`src/rtl/adc_seq_pkg.sv`:
```
package adc_seq_pkg;

  localparam int ADDR_W = 4;
  localparam int CHAN_W = 5;
  localparam int AVG_LOG2_MAX = 4;

  localparam logic [ADDR_W-1:0] A_CTRL  = 4'h0;
  localparam logic [ADDR_W-1:0] A_SWCFG = 4'h1;
  localparam logic [ADDR_W-1:0] A_HWCFG = 4'h2;
  localparam logic [ADDR_W-1:0] A_TIMER = 4'h3;
  localparam logic [ADDR_W-1:0] A_STAT  = 4'h4;
  localparam logic [ADDR_W-1:0] A_SWLO  = 4'h5;
  localparam logic [ADDR_W-1:0] A_SWHI  = 4'h6;
  localparam logic [ADDR_W-1:0] A_HWLO  = 4'h7;
  localparam logic [ADDR_W-1:0] A_HWHI  = 4'h8;
  localparam logic [ADDR_W-1:0] A_X2LO  = 4'h9;
  localparam logic [ADDR_W-1:0] A_X2HI  = 4'hA;

  // control bit positions
  localparam int CB_EN    = 0;
  localparam int CB_TRIG  = 1;
  localparam int CB_START = 2;
  localparam int CB_PULL  = 3;
  localparam int CB_FALL  = 4;
  localparam int CB_SUPP  = 5;
  localparam int CB_BUF   = 6;
  localparam int CB_ISNS  = 7;

  typedef enum logic [1:0] {
    ENG_IDLE, ENG_REQ, ENG_WAIT, ENG_DONE
  } eng_state_e;

  typedef enum logic {
    PATH_SW, PATH_HW
  } path_e;

  // averaging select 00/01/10/11 -> 1/4/8/16 samples
  function automatic logic [2:0] avg_shift(input logic [1:0] sel);
    case (sel)
      2'b00:   return 3'd0;
      2'b01:   return 3'd2;
      2'b10:   return 3'd3;
      default: return 3'd4;
    endcase
  endfunction

  function automatic logic is_dual(input logic [CHAN_W-1:0] ch);
    return ch[CHAN_W-1:2] == 3'b111;
  endfunction

endpackage

```
`src/rtl/adc_seq_engine.sv`:
```
module adc_seq_engine
  import adc_seq_pkg::*;
#(
  parameter int CODE_W = 10
) (
  input  logic              clk,
  input  logic              rst_n,
  input  logic              abort,
  input  logic              sw_go,
  input  logic [CHAN_W-1:0] sw_chan,
  input  logic [1:0]        sw_avg,
  input  logic              hw_go,
  input  logic [CHAN_W-1:0] hw_chan,
  input  logic [1:0]        hw_avg,
  output logic              core_req_valid,
  input  logic              core_req_ready,
  output logic [CHAN_W-1:0] core_req_chan,
  input  logic              core_res_valid,
  input  logic [CODE_W-1:0] core_res_code,
  input  logic [CODE_W-1:0] core_res_code2,
  output logic              busy,
  output logic              done,
  output logic              done_path,
  output logic              done_dual,
  output logic [CODE_W-1:0] done_res,
  output logic [CODE_W-1:0] done_res2
);

  localparam int SUM_W = CODE_W + AVG_LOG2_MAX;
  localparam int CNT_W = AVG_LOG2_MAX + 1;

  eng_state_e        state;
  path_e             path_q;
  logic [CHAN_W-1:0] chan_q;
  logic [2:0]        shift_q;
  logic [CNT_W-1:0]  remain_q;
  logic [SUM_W-1:0]  sum_q, sum2_q;
  logic [CODE_W-1:0] res_q, res2_q;

  logic [SUM_W-1:0]  sum_nx, sum2_nx;
  logic [2:0]        sel_shift;

  assign sum_nx    = sum_q + SUM_W'(core_res_code);
  assign sum2_nx   = sum2_q + SUM_W'(core_res_code2);
  assign sel_shift = sw_go ? avg_shift(sw_avg) : avg_shift(hw_avg);

  always_ff @(posedge clk or negedge rst_n) begin
    if (!rst_n) begin
      state    <= ENG_IDLE;
      path_q   <= PATH_SW;
      chan_q   <= '0;
      shift_q  <= '0;
      remain_q <= '0;
      sum_q    <= '0;
      sum2_q   <= '0;
      res_q    <= '0;
      res2_q   <= '0;
    end else if (abort && state != ENG_IDLE) begin
      state <= ENG_IDLE;
    end else begin
      case (state)
        ENG_IDLE: begin
          if (sw_go || hw_go) begin
            path_q   <= sw_go ? PATH_SW : PATH_HW;
            chan_q   <= sw_go ? sw_chan : hw_chan;
            shift_q  <= sel_shift;
            remain_q <= CNT_W'(1) << sel_shift;
            sum_q    <= '0;
            sum2_q   <= '0;
            state    <= ENG_REQ;
          end
        end
        ENG_REQ: begin
          if (core_req_ready) state <= ENG_WAIT;
        end
        ENG_WAIT: begin
          if (core_res_valid) begin
            sum_q  <= sum_nx;
            sum2_q <= sum2_nx;
            if (remain_q == CNT_W'(1)) begin
              res_q  <= CODE_W'(sum_nx >> shift_q);
              res2_q <= CODE_W'(sum2_nx >> shift_q);
              state  <= ENG_DONE;
            end else begin
              remain_q <= remain_q - CNT_W'(1);
              state    <= ENG_REQ;
            end
          end
        end
        default: state <= ENG_IDLE;
      endcase
    end
  end

  assign core_req_valid = (state == ENG_REQ);
  assign core_req_chan  = chan_q;
  assign busy           = (state != ENG_IDLE);
  assign done           = (state == ENG_DONE);
  assign done_path      = path_q;
  assign done_dual      = is_dual(chan_q);
  assign done_res       = res_q;
  assign done_res2      = res2_q;

  // a pending request holds channel and valid until accepted
  p_req_hold_r12: assert property (@(posedge clk) disable iff (!rst_n)
    (core_req_valid && !core_req_ready && !abort) |=> (core_req_valid && $stable(core_req_chan)));

  // abort returns the engine to idle on the next cycle
  p_abort_idle_r11: assert property (@(posedge clk) disable iff (!rst_n)
    (abort && !sw_go) |=> !busy);

endmodule

```
`src/rtl/adc_seq_trigger.sv`:
```
module adc_seq_trigger #(
  parameter int TIMER_W = 8
) (
  input  logic               clk,
  input  logic               rst_n,
  input  logic               trig_in,
  input  logic               arm_en,
  input  logic               fall_sel,
  input  logic [TIMER_W-1:0] reload,
  output logic               fire
);

  localparam int SYNC_N = 2;

  logic [SYNC_N-1:0]  sync_q;
  logic               prev_q;
  logic               armed_q;
  logic [TIMER_W-1:0] cnt_q;
  logic               lvl, edge_seen;

  assign lvl       = sync_q[SYNC_N-1];
  assign edge_seen = arm_en && (fall_sel ? (prev_q && !lvl) : (!prev_q && lvl));
  assign fire      = arm_en && armed_q && (cnt_q == '0);

  always_ff @(posedge clk or negedge rst_n) begin
    if (!rst_n) begin
      sync_q  <= '0;
      prev_q  <= 1'b0;
      armed_q <= 1'b0;
      cnt_q   <= '0;
    end else begin
      sync_q <= {sync_q[SYNC_N-2:0], trig_in};
      prev_q <= lvl;
      if (!arm_en) begin
        armed_q <= 1'b0;
      end else if (edge_seen) begin
        armed_q <= 1'b1;
        cnt_q   <= reload;
      end else if (fire) begin
        armed_q <= 1'b0;
      end else if (armed_q) begin
        cnt_q <= cnt_q - TIMER_W'(1);
      end
    end
  end

  // one expiry per loaded edge
  p_fire_single_r7: assert property (@(posedge clk) disable iff (!rst_n)
    (fire && !edge_seen) |=> !fire);

endmodule

```
`src/rtl/adc_seq_regs.sv`:
```
module adc_seq_regs
  import adc_seq_pkg::*;
#(
  parameter int CODE_W  = 10,
  parameter int TIMER_W = 8
) (
  input  logic               clk,
  input  logic               rst_n,
  input  logic               bus_we,
  input  logic [ADDR_W-1:0]  bus_addr,
  input  logic [7:0]         bus_wdata,
  output logic [7:0]         bus_rdata,
  input  logic               busy,
  input  logic               done,
  input  logic               done_path,
  input  logic               done_dual,
  input  logic [CODE_W-1:0]  done_res,
  input  logic [CODE_W-1:0]  done_res2,
  output logic [7:0]         ctrl,
  output logic [6:0]         sw_cfg,
  output logic [6:0]         hw_cfg,
  output logic [TIMER_W-1:0] timer_val,
  output logic               sw_go,
  output logic               irq_sw,
  output logic               irq_hw
);

  localparam int RB_W = 16;

  logic [7:0]         ctrl_q;
  logic [6:0]         sw_cfg_q, hw_cfg_q;
  logic [TIMER_W-1:0] timer_q;
  logic [CODE_W-1:0]  res_sw_q, res_hw_q, res_x2_q;
  logic               irq_sw_q, irq_hw_q;
  logic               wr_ctrl, fin_sw, fin_hw;
  logic [RB_W-1:0]    rb_sw, rb_hw, rb_x2;

  assign wr_ctrl = bus_we && (bus_addr == A_CTRL);
  assign sw_go   = wr_ctrl && bus_wdata[CB_EN] && bus_wdata[CB_START] && !busy;
  assign fin_sw  = done && (done_path == PATH_SW);
  assign fin_hw  = done && (done_path == PATH_HW);

  always_ff @(posedge clk or negedge rst_n) begin
    if (!rst_n) begin
      ctrl_q   <= '0;
      sw_cfg_q <= '0;
      hw_cfg_q <= '0;
      timer_q  <= '0;
      res_sw_q <= '0;
      res_hw_q <= '0;
      res_x2_q <= '0;
      irq_sw_q <= 1'b0;
      irq_hw_q <= 1'b0;
    end else begin
      if (bus_we) begin
        case (bus_addr)
          A_CTRL: begin
            ctrl_q <= bus_wdata;
            if (!bus_wdata[CB_EN])
              ctrl_q[CB_START] <= 1'b0;
            else if (busy)
              ctrl_q[CB_START] <= ctrl_q[CB_START];
          end
          A_SWCFG: sw_cfg_q <= bus_wdata[6:0];
          A_HWCFG: hw_cfg_q <= bus_wdata[6:0];
          A_TIMER: timer_q  <= TIMER_W'(bus_wdata);
          default: ;
        endcase
      end
      if (fin_sw) begin
        ctrl_q[CB_START] <= 1'b0;
        res_sw_q         <= done_res;
        if (done_dual) res_x2_q <= done_res2;
      end
      if (fin_hw) res_hw_q <= done_res;
      irq_sw_q <= fin_sw;
      irq_hw_q <= fin_hw;
    end
  end

  assign rb_sw = RB_W'(res_sw_q);
  assign rb_hw = RB_W'(res_hw_q);
  assign rb_x2 = RB_W'(res_x2_q);

  always_comb begin
    case (bus_addr)
      A_CTRL:  bus_rdata = ctrl_q;
      A_SWCFG: bus_rdata = {1'b0, sw_cfg_q};
      A_HWCFG: bus_rdata = {1'b0, hw_cfg_q};
      A_TIMER: bus_rdata = 8'(timer_q);
      A_STAT:  bus_rdata = {7'b0, busy};
      A_SWLO:  bus_rdata = rb_sw[7:0];
      A_SWHI:  bus_rdata = rb_sw[15:8];
      A_HWLO:  bus_rdata = rb_hw[7:0];
      A_HWHI:  bus_rdata = rb_hw[15:8];
      A_X2LO:  bus_rdata = rb_x2[7:0];
      A_X2HI:  bus_rdata = rb_x2[15:8];
      default: bus_rdata = 8'h00;
    endcase
  end

  assign ctrl      = ctrl_q;
  assign sw_cfg    = sw_cfg_q;
  assign hw_cfg    = hw_cfg_q;
  assign timer_val = timer_q;
  assign irq_sw    = irq_sw_q;
  assign irq_hw    = irq_hw_q;

  // completion interrupt is a single-cycle pulse
  p_irq_sw_pulse_r5: assert property (@(posedge clk) disable iff (!rst_n)
    irq_sw |=> !irq_sw);
  p_irq_hw_pulse_r7: assert property (@(posedge clk) disable iff (!rst_n)
    irq_hw |=> !irq_hw);
  // start bit already clear when the interrupt is seen
  p_start_clear_r5: assert property (@(posedge clk) disable iff (!rst_n)
    irq_sw |-> !ctrl_q[CB_START]);
  // one engine, so the two completions never coincide
  p_irq_excl_r10: assert property (@(posedge clk) disable iff (!rst_n)
    !(irq_sw && irq_hw));

endmodule

```
`src/rtl/adc_seq_top.sv`:
```
module adc_seq_top
  import adc_seq_pkg::*;
#(
  parameter int CODE_W  = 10,
  parameter int TIMER_W = 8
) (
  input  logic              clk,
  input  logic              rst_n,
  input  logic              bus_we,
  input  logic [3:0]        bus_addr,
  input  logic [7:0]        bus_wdata,
  output logic [7:0]        bus_rdata,
  input  logic              hw_trig,
  output logic              core_req_valid,
  input  logic              core_req_ready,
  output logic [4:0]        core_req_chan,
  input  logic              core_res_valid,
  input  logic [CODE_W-1:0] core_res_code,
  input  logic [CODE_W-1:0] core_res_code2,
  output logic              irq_sw,
  output logic              irq_hw,
  output logic [3:0]        pad_en
);

  logic [7:0]         ctrl;
  logic [6:0]         sw_cfg, hw_cfg;
  logic [TIMER_W-1:0] timer_val;
  logic               sw_go, hw_fire, hw_go;
  logic               busy, done, done_path, done_dual;
  logic [CODE_W-1:0]  done_res, done_res2;

  adc_seq_regs #(.CODE_W(CODE_W), .TIMER_W(TIMER_W)) u_regs (
    .clk       (clk),
    .rst_n     (rst_n),
    .bus_we    (bus_we),
    .bus_addr  (bus_addr),
    .bus_wdata (bus_wdata),
    .bus_rdata (bus_rdata),
    .busy      (busy),
    .done      (done),
    .done_path (done_path),
    .done_dual (done_dual),
    .done_res  (done_res),
    .done_res2 (done_res2),
    .ctrl      (ctrl),
    .sw_cfg    (sw_cfg),
    .hw_cfg    (hw_cfg),
    .timer_val (timer_val),
    .sw_go     (sw_go),
    .irq_sw    (irq_sw),
    .irq_hw    (irq_hw)
  );

  adc_seq_trigger #(.TIMER_W(TIMER_W)) u_trig (
    .clk      (clk),
    .rst_n    (rst_n),
    .trig_in  (hw_trig),
    .arm_en   (ctrl[CB_EN] && ctrl[CB_TRIG]),
    .fall_sel (ctrl[CB_FALL]),
    .reload   (timer_val),
    .fire     (hw_fire)
  );

  // double-measurement channels are not offered on the triggered path
  assign hw_go = hw_fire && !is_dual(hw_cfg[4:0]);

  adc_seq_engine #(.CODE_W(CODE_W)) u_eng (
    .clk            (clk),
    .rst_n          (rst_n),
    .abort          (!ctrl[CB_EN]),
    .sw_go          (sw_go),
    .sw_chan        (sw_cfg[4:0]),
    .sw_avg         (sw_cfg[6:5]),
    .hw_go          (hw_go),
    .hw_chan        (hw_cfg[4:0]),
    .hw_avg         (hw_cfg[6:5]),
    .core_req_valid (core_req_valid),
    .core_req_ready (core_req_ready),
    .core_req_chan  (core_req_chan),
    .core_res_valid (core_res_valid),
    .core_res_code  (core_res_code),
    .core_res_code2 (core_res_code2),
    .busy           (busy),
    .done           (done),
    .done_path      (done_path),
    .done_dual      (done_dual),
    .done_res       (done_res),
    .done_res2      (done_res2)
  );

  assign pad_en = ctrl[CB_EN] ? {ctrl[CB_ISNS], ctrl[CB_BUF], ctrl[CB_SUPP], ctrl[CB_PULL]} : 4'b0;

  // an interrupt only follows a cycle with a conversion in progress
  p_irq_after_busy_r3: assert property (@(posedge clk) disable iff (!rst_n)
    (irq_sw || irq_hw) |-> $past(busy));
  // analog enables are off whenever the block is disabled
  p_pads_off_r2: assert property (@(posedge clk) disable iff (!rst_n)
    !ctrl[CB_EN] |-> (pad_en == 4'b0));
  // no request for a double channel on the triggered path
  p_hw_dual_r9: assert property (@(posedge clk) disable iff (!rst_n)
    (core_req_valid && done_path == PATH_HW) |-> !is_dual(core_req_chan));

endmodule

```
`config.mk`:
```
export PLATFORM = sky130hd
export DESIGN_NAME = adc_seq_top
export DESIGN_NICKNAME = d
export VERILOG_FILES = /design/src/rtl/adc_seq_pkg.sv /design/src/rtl/adc_seq_engine.sv /design/src/rtl/adc_seq_trigger.sv /design/src/rtl/adc_seq_regs.sv /design/src/rtl/adc_seq_top.sv
export SDC_FILE = /design/constraint.sdc
export NUM_CORES = 1
export LEC_CHECK = 0
export ABC_AREA = 1
export BUFFER_PORTS_ARGS = -buffer_cell sky130_fd_sc_hd__buf_4
export CAP_MARGIN = 40
export CELL_PAD_IN_SITES_DETAIL_PLACEMENT = 2
export CELL_PAD_IN_SITES_GLOBAL_PLACEMENT = 2
export CORE_UTILIZATION = 38
export CTS_CLUSTER_DIAMETER = 80
export DETAILED_ROUTE_END_ITERATION = 6
export GPL_TIMING_DRIVEN = 0
export PLACE_DENSITY = 0.88
export SYNTH_ARGS = -nofsm -noshare
export SYNTH_HDL_FRONTEND = slang
export SYNTH_SLANG_ARGS = --single-unit
```
`constraint.sdc`:
```
create_clock -name clk -period 5.8 [get_ports clk]
set_clock_uncertainty 0.05 [all_clocks]
set_input_delay 0.29 -clock clk [delete_from_list [all_inputs] [get_ports clk]]
set_output_delay 0.29 -clock clk [all_outputs]
set_load 0.005 [all_outputs]
```
==> results of run 1 <==
==> kinds of logic after synthesis <==
group	Yosys count	share of synthesized area, %
muxes	7	0.9021
AOI/OAI and AO/OA	181	12.24
buffers and inverters	196	8.906
DFF	138	39.52
xor gates and xnor gates	5	0.5012
and+or+nand+nor	655	33.46
adders and majority gates	30	4.467
==> sequential cells by signal (all words and copies together) (netlist names), 3 cells and up <==
name / flops
u_eng.sum2_q: 14
u_regs.res_sw_q: 10
u_eng.core_req_chan: 5
u_eng.shift_q: 3
u_regs.ctrl: 8
u_regs.hw_cfg: 7
u_trig.cnt_q: 8
u_regs.timer_val: 8
u_eng.done_res2: 10
u_eng.done_res: 10
u_regs.sw_cfg: 7
u_eng.remain_q: 5
u_regs.res_hw_q: 10
u_eng.sum_q: 14
u_regs.res_x2_q: 10
==> worst paths after layout <==
path	from	endpoint	cells after the start
worst min register to register	u_trig.sync_q[0]$_DFF_PN0_	u_trig.sync_q[1]$_DFF_PN0_	0
worst max-delay path	u_eng.state[1]$_DFFE_PN0P_	bus_rdata[0]	6
worst max register to register	u_eng.sum2_q[0]$_DFFE_PN0P_	u_eng.done_res2[1]$_DFFE_PN0P_	13
min in group asynchronous	rst_n	u_eng.core_req_chan[2]$_DFFE_PN0P_	2
max in group asynchronous	rst_n	u_regs.res_sw_q[7]$_DFFE_PN0P_	3
worst min-delay path	bus_wdata[1]	u_regs.ctrl[1]$_DFFE_PN0N_	3
==> report_power, final <==
part	switching, uW	leakage [uW]	total (uW)	internal [uW]
combinational	1800	0.00313	2570	774
sequential	265	0.00178	1510	1250
clock	504	0.000289	1160	659
total	2570	0.00520	5250	2680
==> synthesized netlist by cell type (3+ instances only) <==
master	n	area (um2)
nand2_1	361	1355
inv_1	154	578.1
nand3_1	153	765.7
dfrtp_1	138	3453
nor2_1	77	289.0
o21ai_0	72	360.4
a21oi_1	32	160.2
ha_1	28	350.3
nand4_1	22	137.6
o21ai_1	19	95.09
clkbuf_1	15	56.30
o22ai_1	13	81.33
a221oi_1	11	96.34
inv_2	10	37.54
a31oi_1	8	50.05
mux2_2	7	78.83
and2_1	6	37.54
buf_2	6	30.03
nor2_2	6	37.54
nor3_1	6	30.03
o211ai_1	6	45.04
o21ai_2	5	43.79
buf_1	4	15.01
nand3b_1	4	30.03
a32o_1	3	30.03
buf_4	3	22.52
buf_6	3	33.78
nand2_2	3	18.77
nand2_4	3	33.78
xor2_1	3	26.28
==> worst register-to-register path, stage by stage, from the launching register on <==
cell and delay (ns):
dfrtp_1 0.40, ha_1 0.28, fa_1 0.47, nand3_1 0.15, nand3_1 0.19, nand2_1 0.15
nand2_1 0.07, nand2_1 0.09, nand2_1 0.11, nand2_1 0.10, nand3_1 0.17, nand3_1 0.21
nand3_1 0.11, o21ai_0 0.12
==> cell type report <==
class	count	area (um2)
flip-flops and latches	138	3453
plain buffers	32	162.7
fillers	2632	12400
inverters	164	615.6
repair buffers	60	479.2
well taps	285	356.6
clock buffers	19	442.9
multi-input cells	878	4507
clock inverters	13	158.9
==> metrics by stage <==
| step | setup WS, ns | power (uW) | util [%] | area, um2 |
|---|---|---|---|---|
| after floorplan | 3.719 | 3075 | - | 8738 |
| after global placement | 3.184 | 3788 | 42.19 | 9523 |
| after detailed placement | 3.134 | 3952 | 42.33 | 9554 |
| after CTS | 3.033 | 5239 | 45.08 | 10180 |
| after global routing | 2.855 | 5590 | 45.08 | 10180 |
| final | 2.998 | 5247 | 45.08 | 10180 |
==> repair_timing <==
action | in CTS | in global routing
resized for setup | 0 | 0
hold buffers | 2 | 0
endpoints found under the hold margin | 80 | 0
==> layer usage <==
| metal | share of wire (%) | vias up | wire (um) |
|---|---|---|---|
| met5 | 0 | - | 0 |
| met3 | 3.5 | 101 | 1301 |
| met4 | 3.9 | 0 | 1427 |
| met1 | 41 | 4643 | 15050 |
| met2 | 52 | 248 | 19150 |
| li1 | - | 4141 | - |
==> flow_metrics.env, run 1 <==
export IMPL_cts_made_buffers=17
export IMPL_hold_violations=0
export IMPL_fin_crit_ns=2.802
export IMPL_cp_top_family="compound AO/OA/AOI/OAI gates"
export IMPL_wl_per_cell_um=23.24
export IMPL_die_area_um2=23610
export IMPL_max_slew_margin_pct=37.85
export IMPL_syn_nets=1280
export IMPL_wirelength_um=36930
export IMPL_vias=9133
export IMPL_clockBufferDepth=2
export IMPL_synth_edf_count=0
export IMPL_cpMaxStageDelayCell="dfrtp_1"
export IMPL_most_common_layout_cells="nand2_1 (361), inv_1 (154), nand3_1 (153), dfrtp_1 (138), nor2_1 (77)"
export IMPL_setup_violations=0
export IMPL_clkLatencyLatePin_ns=0.45
export IMPL_rsz0062_at_grt="no"
export IMPL_clk_root_buffer_cell="clkbuf_16"
export IMPL_grt_pass1_vias=10256
export IMPL_drtAntennaViolNets=0
export IMPL_cp_end_kind="output pin"
export IMPL_post_cts_buffers=0
export IMPL_overflow=0
export IMPL_grt_pass1_wl_um=58760
export IMPL_top_usage_layer="met2"
export IMPL_die_x_um=153.6
export IMPL_ios=58
export IMPL_maxCapViolCount=0
export IMPL_rrSetupSlack_ns=3.03
export IMPL_synth_async_sr_flop_share_pct=100.0
export IMPL_syn2layout_area_growth_pct=16.45
export IMPL_synth_main_ff_cell="dfrtp_1"
export IMPL_die_h_um=153.6
export IMPL_holdCritPathClass="input port to flop"
export IMPL_whs_ns=0.02609
export IMPL_crit_path_max_incr_delay_ns=0.50
export IMPL_cts_tree="yes"
export IMPL_htreeDepth=4
export IMPL_arrival_ns=2.46
export IMPL_syn_cell_area_um2=8738
export IMPL_port_buffers=57
export IMPL_design_core_area_um2=22570
export IMPL_dp_cells=1555
export IMPL_initial_core_util_pct=38.71
export IMPL_post_route_cells_drive_above_1_share_pct=11.50
export IMPL_cp_required_ns=5.46
export IMPL_critPathLaunchType="flop"
export IMPL_dr_pass1_iters=5
export IMPL_rows=55
export IMPL_path_cells="nor2_2 -> inv_2 -> a32o_1 -> a221oi_1 -> nand3_1 -> buf_4"
export IMPL_grt_usage_pct=32.63
export IMPL_tightest_slew_ns=0.9272
export IMPL_cts_clk_slew_worst_paths_ns=0.07
export IMPL_path_buf_inv=2
export IMPL_final_cells=1589
export IMPL_via_per_inst=5.748
export IMPL_ir_worst_vdd_mv=0.2235
export IMPL_p_leak_uw=0.005201
export IMPL_power_density_nw_per_um2=515.6
export IMPL_fin_nets=1359
export IMPL_fmax_ghz=0.3569
export IMPL_use_met2_pct=59.81
export IMPL_antenna_found_initial=0
export IMPL_dp_hpwl_um=25920
export IMPL_fin_tns_setup_ns=0
export IMPL_status="completed"
export IMPL_ys_warn_count=0
export IMPL_drt_iter0_markers=414
export IMPL_syn_inst=1212
export IMPL_clock_sinks=138
export IMPL_grt_start_max_net_pins=81
export IMPL_path_max_fanout=6
export IMPL_crit_type="flop to output pin"
export IMPL_ys_seq_area_share_pct=39.52
export IMPL_final_max_slew_viol_count=0
export IMPL_final_common_cell="nand2_1"
export IMPL_met3_usage_pct=5.130
export IMPL_ys_seq_elements=138
export IMPL_grt_met1_usage_pct=37.20
export IMPL_place_gp_congestion=0.8458
export IMPL_period_share_pct=48.31
export IMPL_synth_cell_types=52
export IMPL_syn_avg_cell_area_um2=7.210
export IMPL_antenna_cells=0
export IMPL_drc_errors=0
(Power assumes the default switching activity.)
==> inputs of run 2 (changes only) <==
CORE_UTILIZATION = 32   (was 38)
PLACE_DENSITY = 0.8   (was 0.88)
clock period = 2.45 ns   (was 5.8 ns; I/O delays follow)
==> run 2 against run 1 <==
Compared with the run above:
- final cell count increased by 4.2%
- cell area increased by 2.7%
- power increased by 130%
- combinational power increased by 140%
==> flow_metrics.env, run 2 (synthesized netlist as in run 1, its figures left out) <==
export IMPL_path_buf_inv=0
export IMPL_place_gp_congestion=0.8521
export IMPL_grt_pass1_vias=9650
export IMPL_vias=8795
export IMPL_drt_iter0_markers=492
export IMPL_tightest_slew_ns=0.7147
export IMPL_clkLatencyLatePin_ns=0.44
export IMPL_post_route_cells_drive_above_1_share_pct=14.54
export IMPL_cp_startpoint="u_eng.sum_q[8]$_DFFE_PN0P_"
export IMPL_crit_type="flop to flop"
export IMPL_cts_tree="yes"
export IMPL_p_leak_uw=0.005248
export IMPL_r2r_cells=11
export IMPL_maxCapViolCount=0
export IMPL_wirelength_um=33360
export IMPL_final_common_cell="nand2_1"
export IMPL_antenna_cells=0
export IMPL_worst_slack_ns=0.09323
export IMPL_holdCritPathClass="input port to flop"
export IMPL_clock_sinks=138
export IMPL_fin_crit_ns=2.357
export IMPL_reg2reg_to="u_eng.done_res[7]$_DFFE_PN0P_"
export IMPL_cts_clk_slew_worst_paths_ns=0.07
export IMPL_die_x_um=167.3
export IMPL_rrSetupSlack_ns=0.09
export IMPL_period_share_pct=96.19
export IMPL_cp_required_ns=2.75
export IMPL_syn2layout_area_growth_pct=19.62
export IMPL_critPathLaunchType="flop"
export IMPL_overflow=0
export IMPL_hold_violations=0
export IMPL_power_density_nw_per_um2=1169
export IMPL_clockBufferDepth=2
export IMPL_htreeDepth=4
export IMPL_route_met2_wl_um=16660
export IMPL_ir_worst_vdd_mv=0.5287
export IMPL_cts_made_buffers=17
export IMPL_cp_end_kind="flop"
export IMPL_rows=60
export IMPL_grt_usage_pct=24.58
export IMPL_crit_cells=11
export IMPL_clk_root_buffer_cell="clkbuf_16"
export IMPL_wl_per_cell_um=20.16
export IMPL_wl_met1_um=15120
export IMPL_status="completed"
export IMPL_cpMaxStageDelayCell="dfrtp_1"
export IMPL_routed_top_layer="met4"
export IMPL_initial_core_util_pct=32.51
export IMPL_setup_violations=0
export IMPL_die_area_um2=27970
export IMPL_crit_path_end="u_eng.done_res[7]$_DFFE_PN0P_"
export IMPL_antenna_found_initial=0
export IMPL_crit_path_max_incr_delay_ns=0.41
export IMPL_grt_pass1_wl_um=53420
export IMPL_total_power_uw=12220
export IMPL_whs_ns=0.007330
export IMPL_die_h_um=167.3
export IMPL_pre_cts_ws_ns=-0.1575
export IMPL_ios=58
export IMPL_grt_start_max_net_pins=80
export IMPL_path_max_fanout=5
export IMPL_design_core_area_um2=26880
export IMPL_fmax_ghz=0.4243
export IMPL_path_cells="ha_2 -> nand2_1 -> nor2_4 -> nand3_1 -> nand4_1 -> nand2_1 -> nand2_1 -> nand3_1 -> nand2_2 -> nand2_1 -> a21oi_2"
export IMPL_reg_top3="u_eng.sum2_q x14, u_eng.sum_q x14"
export IMPL_drtAntennaViolNets=0
export IMPL_dr_pass1_iters=5
export IMPL_final_max_slew_viol_count=0
export IMPL_dr_wl_met3_um=962
export IMPL_arrival_ns=2.66
export IMPL_crit_top_cell="nand2_1"
export IMPL_dp_hpwl_um=25080
export IMPL_port_buffers=57
export IMPL_max_slew_margin_pct=52.18
export IMPL_most_common_layout_cells="nand2_1 (354), inv_1 (154), nand3_1 (143), dfrtp_1 (138), nor2_1 (76)"
export IMPL_fin_nets=1369
export IMPL_cp_top_family="simple AND/OR/NAND/NOR gates"
export IMPL_via_per_inst=5.314
export IMPL_r2r_start="u_eng.sum_q[8]$_DFFE_PN0P_"
export IMPL_drc_errors=0
run 2: cell count changes in the layout (fill, tap and decap cells not counted), moves of 6 or more:
cell / change
nand3_1: -10
ha_1: -6
nand2_2: +7
nand2_1: -7
buf_4: +6
nand3_2: +8
run 2: stage by stage:
stage	area (um2)	setup TNS, ns	cells	util (%)
after floorplan	8738	0	1212	-
after global placement	9593	-0.9760	1610	35.69
after detailed placement	9637	-1.447	1613	35.86
after CTS	10280	0	1650	38.27
after global routing	10450	-0.1641	1655	38.89
final	10450	0	1655	38.89
run 2: layout make-up:
type | instances | area [um2]
Multi-Input combinational cell | 878 | 4667
Timing Repair Buffer | 70 | 559.3
Sequential cell | 138 | 3453
Buffer | 32 | 162.7
Tap cell | 341 | 426.7
Inverter | 164 | 618.1
Clock buffer | 18 | 439.2
Fill cell | 3213 | 16420
Clock inverter | 14 | 126.4
run 2: how the worst min path moves through the flow:
| stage | start | endpoint | slack (ns) | cells past startpoint |
|---|---|---|---|---|
| after floorplan | rst_n | u_eng.core_req_chan[0]$_DFFE_PN0P_ | -0.22 | 0 |
| final | bus_wdata[3] | u_regs.hw_cfg[3]$_DFFE_PN0P_ | 0.007 | 3 |
| after global placement | hw_trig | u_trig.sync_q[0]$_DFF_PN0_ | 0.18 | 1 |
| after detailed placement | rst_n | u_eng.sum2_q[1]$_DFFE_PN0P_ | 0.13 | 1 |
| after CTS | bus_wdata[3] | u_regs.hw_cfg[3]$_DFFE_PN0P_ | 0.0006 | 3 |
| after global routing | bus_wdata[2] | u_regs.timer_val[2]$_DFFE_PN0P_ | 0.03 | 3 |
run 2: routing by layer:
layer | GRT usage, % | vias up
li1 | - | 4168
met1 | 31.00 | 4450
met2 | 43.79 | 132
met3 | 3.498 | 45
met4 | 6.502 | 0
met5 | 0 | -
run 2: worst reg2reg max path: stages, from the launching register on:
cell and delay, ns:
dfrtp_1 0.41, ha_2 0.40, nand2_1 0.13, nor2_4 0.18, nand3_1 0.16, nand4_1 0.17, nand2_1 0.10, nand2_1 0.12
nand3_1 0.10, nand2_2 0.11, nand2_1 0.12, a21oi_2 0.23
run 2: where the power goes:
part	internal, uW	switching (uW)	total, uW
combinational	1970	4140	6110
clock	1360	1190	2560
sequential	2950	600	3550
total	6290	5930	12200
run 2: what timing repair did:
action / CTS / global route
buffers inserted: 0 / 5
hold endpoints to repair: 66 / 0
pin swaps: 1 / 6
hold buffers: 5 / 0
resized for setup: 8 / 34
setup endpoints to repair: 20 / 18
==> inputs of run 3 (changes only) <==
CORE_MARGIN = 4   (was unset)
CTS_BUF_LIST = sky130_fd_sc_hd__clkbuf_8 sky130_fd_sc_hd__clkbuf_16   (was unset)
==> run 3 against run 2 <==
Compared with the run above:
- core utilization increased by 0.084 points
- highest routed layer unchanged
- die area increased by 7.3%
- count of clock-buffer cells in the layout unchanged
- sequential share of layout area decreased by 0.071 points
- cell area increased by 0.22%
- register-to-register slack about the same
- flip-flop and latch count unchanged
==> flow_metrics.env, run 3 (synthesized netlist as in run 1, its figures left out) <==
export IMPL_post_route_cells_drive_above_1_share_pct=14.09
export IMPL_final_max_slew_viol_count=0
export IMPL_rsz0062_at_grt="yes"
export IMPL_path_max_fanout=4
export IMPL_total_power_uw=12230
export IMPL_whs_ns=0.006965
export IMPL_via_per_inst=5.337
export IMPL_clkLatencyLatePin_ns=0.44
export IMPL_antenna_found_initial=0
export IMPL_design_core_area_um2=26880
export IMPL_wirelength_um=33450
export IMPL_fin_nets=1368
export IMPL_tightest_slew_ns=0.7407
export IMPL_rrSetupSlack_ns=0.11
export IMPL_die_h_um=173.3
export IMPL_cp_startpoint="u_eng.sum_q[0]$_DFFE_PN0P_"
export IMPL_cp_required_ns=2.72
export IMPL_most_common_layout_cells="nand2_1 (359), inv_1 (154), nand3_1 (142), dfrtp_1 (138), nor2_1 (74)"
export IMPL_overflow=0
export IMPL_holdCritPathClass="input port to flop"
export IMPL_vias=8828
export IMPL_clock_sinks=138
export IMPL_arrival_ns=2.61
export IMPL_grt_pass1_wl_um=54230
export IMPL_grt_pass1_vias=9871
export IMPL_syn2layout_area_growth_pct=19.87
export IMPL_rows=60
export IMPL_wl_per_cell_um=20.22
export IMPL_max_slew_margin_pct=50.62
export IMPL_final_common_cell="nand2_1"
export IMPL_maxCapViolCount=0
export IMPL_fin_area_um2=10480
export IMPL_die_x_um=173.3
export IMPL_grt_start_max_net_pins=79
export IMPL_fin_crit_ns=2.343
export IMPL_cts_made_buffers=17
export IMPL_drt_iter0_markers=444
export IMPL_fmax_ghz=0.4269
export IMPL_grt_usage_pct=22.47
export IMPL_htreeDepth=4
export IMPL_crit_path_end="u_eng.done_res[4]$_DFFE_PN0P_"
export IMPL_ios=58
export IMPL_p_leak_uw=0.005254
export IMPL_die_area_um2=30020
export IMPL_worstHoldStart="bus_wdata[3]"
export IMPL_clk_root_buffer_cell="clkbuf_16"
export IMPL_power_density_nw_per_um2=1168
export IMPL_hold_violations=0
export IMPL_cts_clk_slew_worst_paths_ns=0.07
export IMPL_cp_end_kind="flop"
export IMPL_r2r_cells=14
export IMPL_drc_errors=0
export IMPL_r2r_start="u_eng.sum_q[0]$_DFFE_PN0P_"
export IMPL_reg2reg_to="u_eng.done_res[4]$_DFFE_PN0P_"
export IMPL_place_gp_congestion=0.8398
export IMPL_clockBufferDepth=2
export IMPL_initial_core_util_pct=32.51
export IMPL_critPathLaunchType="flop"
export IMPL_dr_pass1_iters=5
export IMPL_status="completed"
export IMPL_reg_top3="u_eng.sum2_q x14, u_eng.sum_q x14"
export IMPL_antenna_cells=0
export IMPL_cts_tree="yes"
export IMPL_period_share_pct=95.61
export IMPL_crit_type="flop to flop"
export IMPL_dp_hpwl_um=25370
export IMPL_drtAntennaViolNets=0
export IMPL_setup_violations=0
export IMPL_port_buffers=57
export IMPL_ir_worst_vdd_mv=0.5129
export IMPL_placed_cell_area_um2=9632
[run 3: changes by cell type in the layout (fill, tap and decap cells not counted), sizes merged]
cell	before	now
bufinv	0	1
inv	173	172
buf	81	78
dlygate4sd3	5	7
[run 3: how the worst min path moves through the flow]
| stage | endpoint | slack (ns) | depth (start not counted) |
|---|---|---|---|
| after floorplan | u_eng.core_req_chan[0]$_DFFE_PN0P_ | -0.22 | 0 |
| after global placement | u_trig.sync_q[0]$_DFF_PN0_ | 0.18 | 1 |
| after detailed placement | u_eng.sum2_q[3]$_DFFE_PN0P_ | 0.12 | 1 |
| after CTS | u_regs.ctrl[3]$_DFFE_PN0N_ | 0.001 | 3 |
| after global routing | u_regs.hw_cfg[3]$_DFFE_PN0P_ | 0.03 | 3 |
| final | u_regs.ctrl[3]$_DFFE_PN0N_ | 0.007 | 3 |
[run 3: where the power goes]
| group | switching, uW | internal, uW | total [uW] | leakage [uW] |
|---|---|---|---|---|
| registers | 604 | 2950 | 3560 | 0.00178 |
| clock network | 1180 | 1470 | 2650 | 0.000282 |
| logic | 4070 | 1950 | 6020 | 0.00319 |
| total | 5860 | 6370 | 12200 | 0.00525 |
[run 3: what timing repair did]
| action | in CTS | in global routing |
|---|---|---|
| hold buffers | 7 | 0 |
| gates resized for setup | 5 | 32 |
| hold endpoints to repair | 70 | 0 |
| pin swaps | 0 | 2 |
| setup buffers | 0 | 2 |
| setup endpoints to repair | 16 | 21 |
[run 3: layout make-up]
type	instances	area, um2
Buffer	32	162.7
Clock buffer	18	439.2
Clock inverter	14	150.1
Fill cell	3144	16400
Inverter	164	618.1
Multi-Input combinational cell	878	4668
Sequential cell	138	3453
Tap cell	341	426.7
Timing Repair Buffer	69	556.8
[run 3: metal layers]
metal | share of wire (%) | track usage [%] | up-vias
met1 | 45 | 28.77 | 4488
met3 | 2.6 | 2.770 | 39
met2 | 51 | 39.93 | 127
li1 | - | - | 4174
met5 | 0 | 0 | -
met4 | 1.8 | 6.518 | 0
[run 3: critical path, stage by stage (launching register included)]
cell and delay (ns):
dfrtp_1 0.40, ha_2 0.22, fa_2 0.41, nand3_2 0.11, nand3_4 0.12, nand2_1 0.11
nand2_1 0.06, nand2_1 0.07, nand2_1 0.07, nand2_1 0.09, nand3_1 0.12, nand2_1 0.14
nand2_1 0.08, nand2_1 0.12, nand2_1 0.05
[run 3: stage by stage]
stage	util, %	worst slack (ns)	cells	TNS [ns]
finish	38.98	0.1074	1654	0
detailed placement	35.84	-0.1436	1612	-0.9260
CTS	38.38	0.01419	1651	0
global route	38.98	-0.06826	1654	-0.1544
global placement	35.69	-0.09033	1610	-0.2285
floorplan	-	0.3690	1212	0
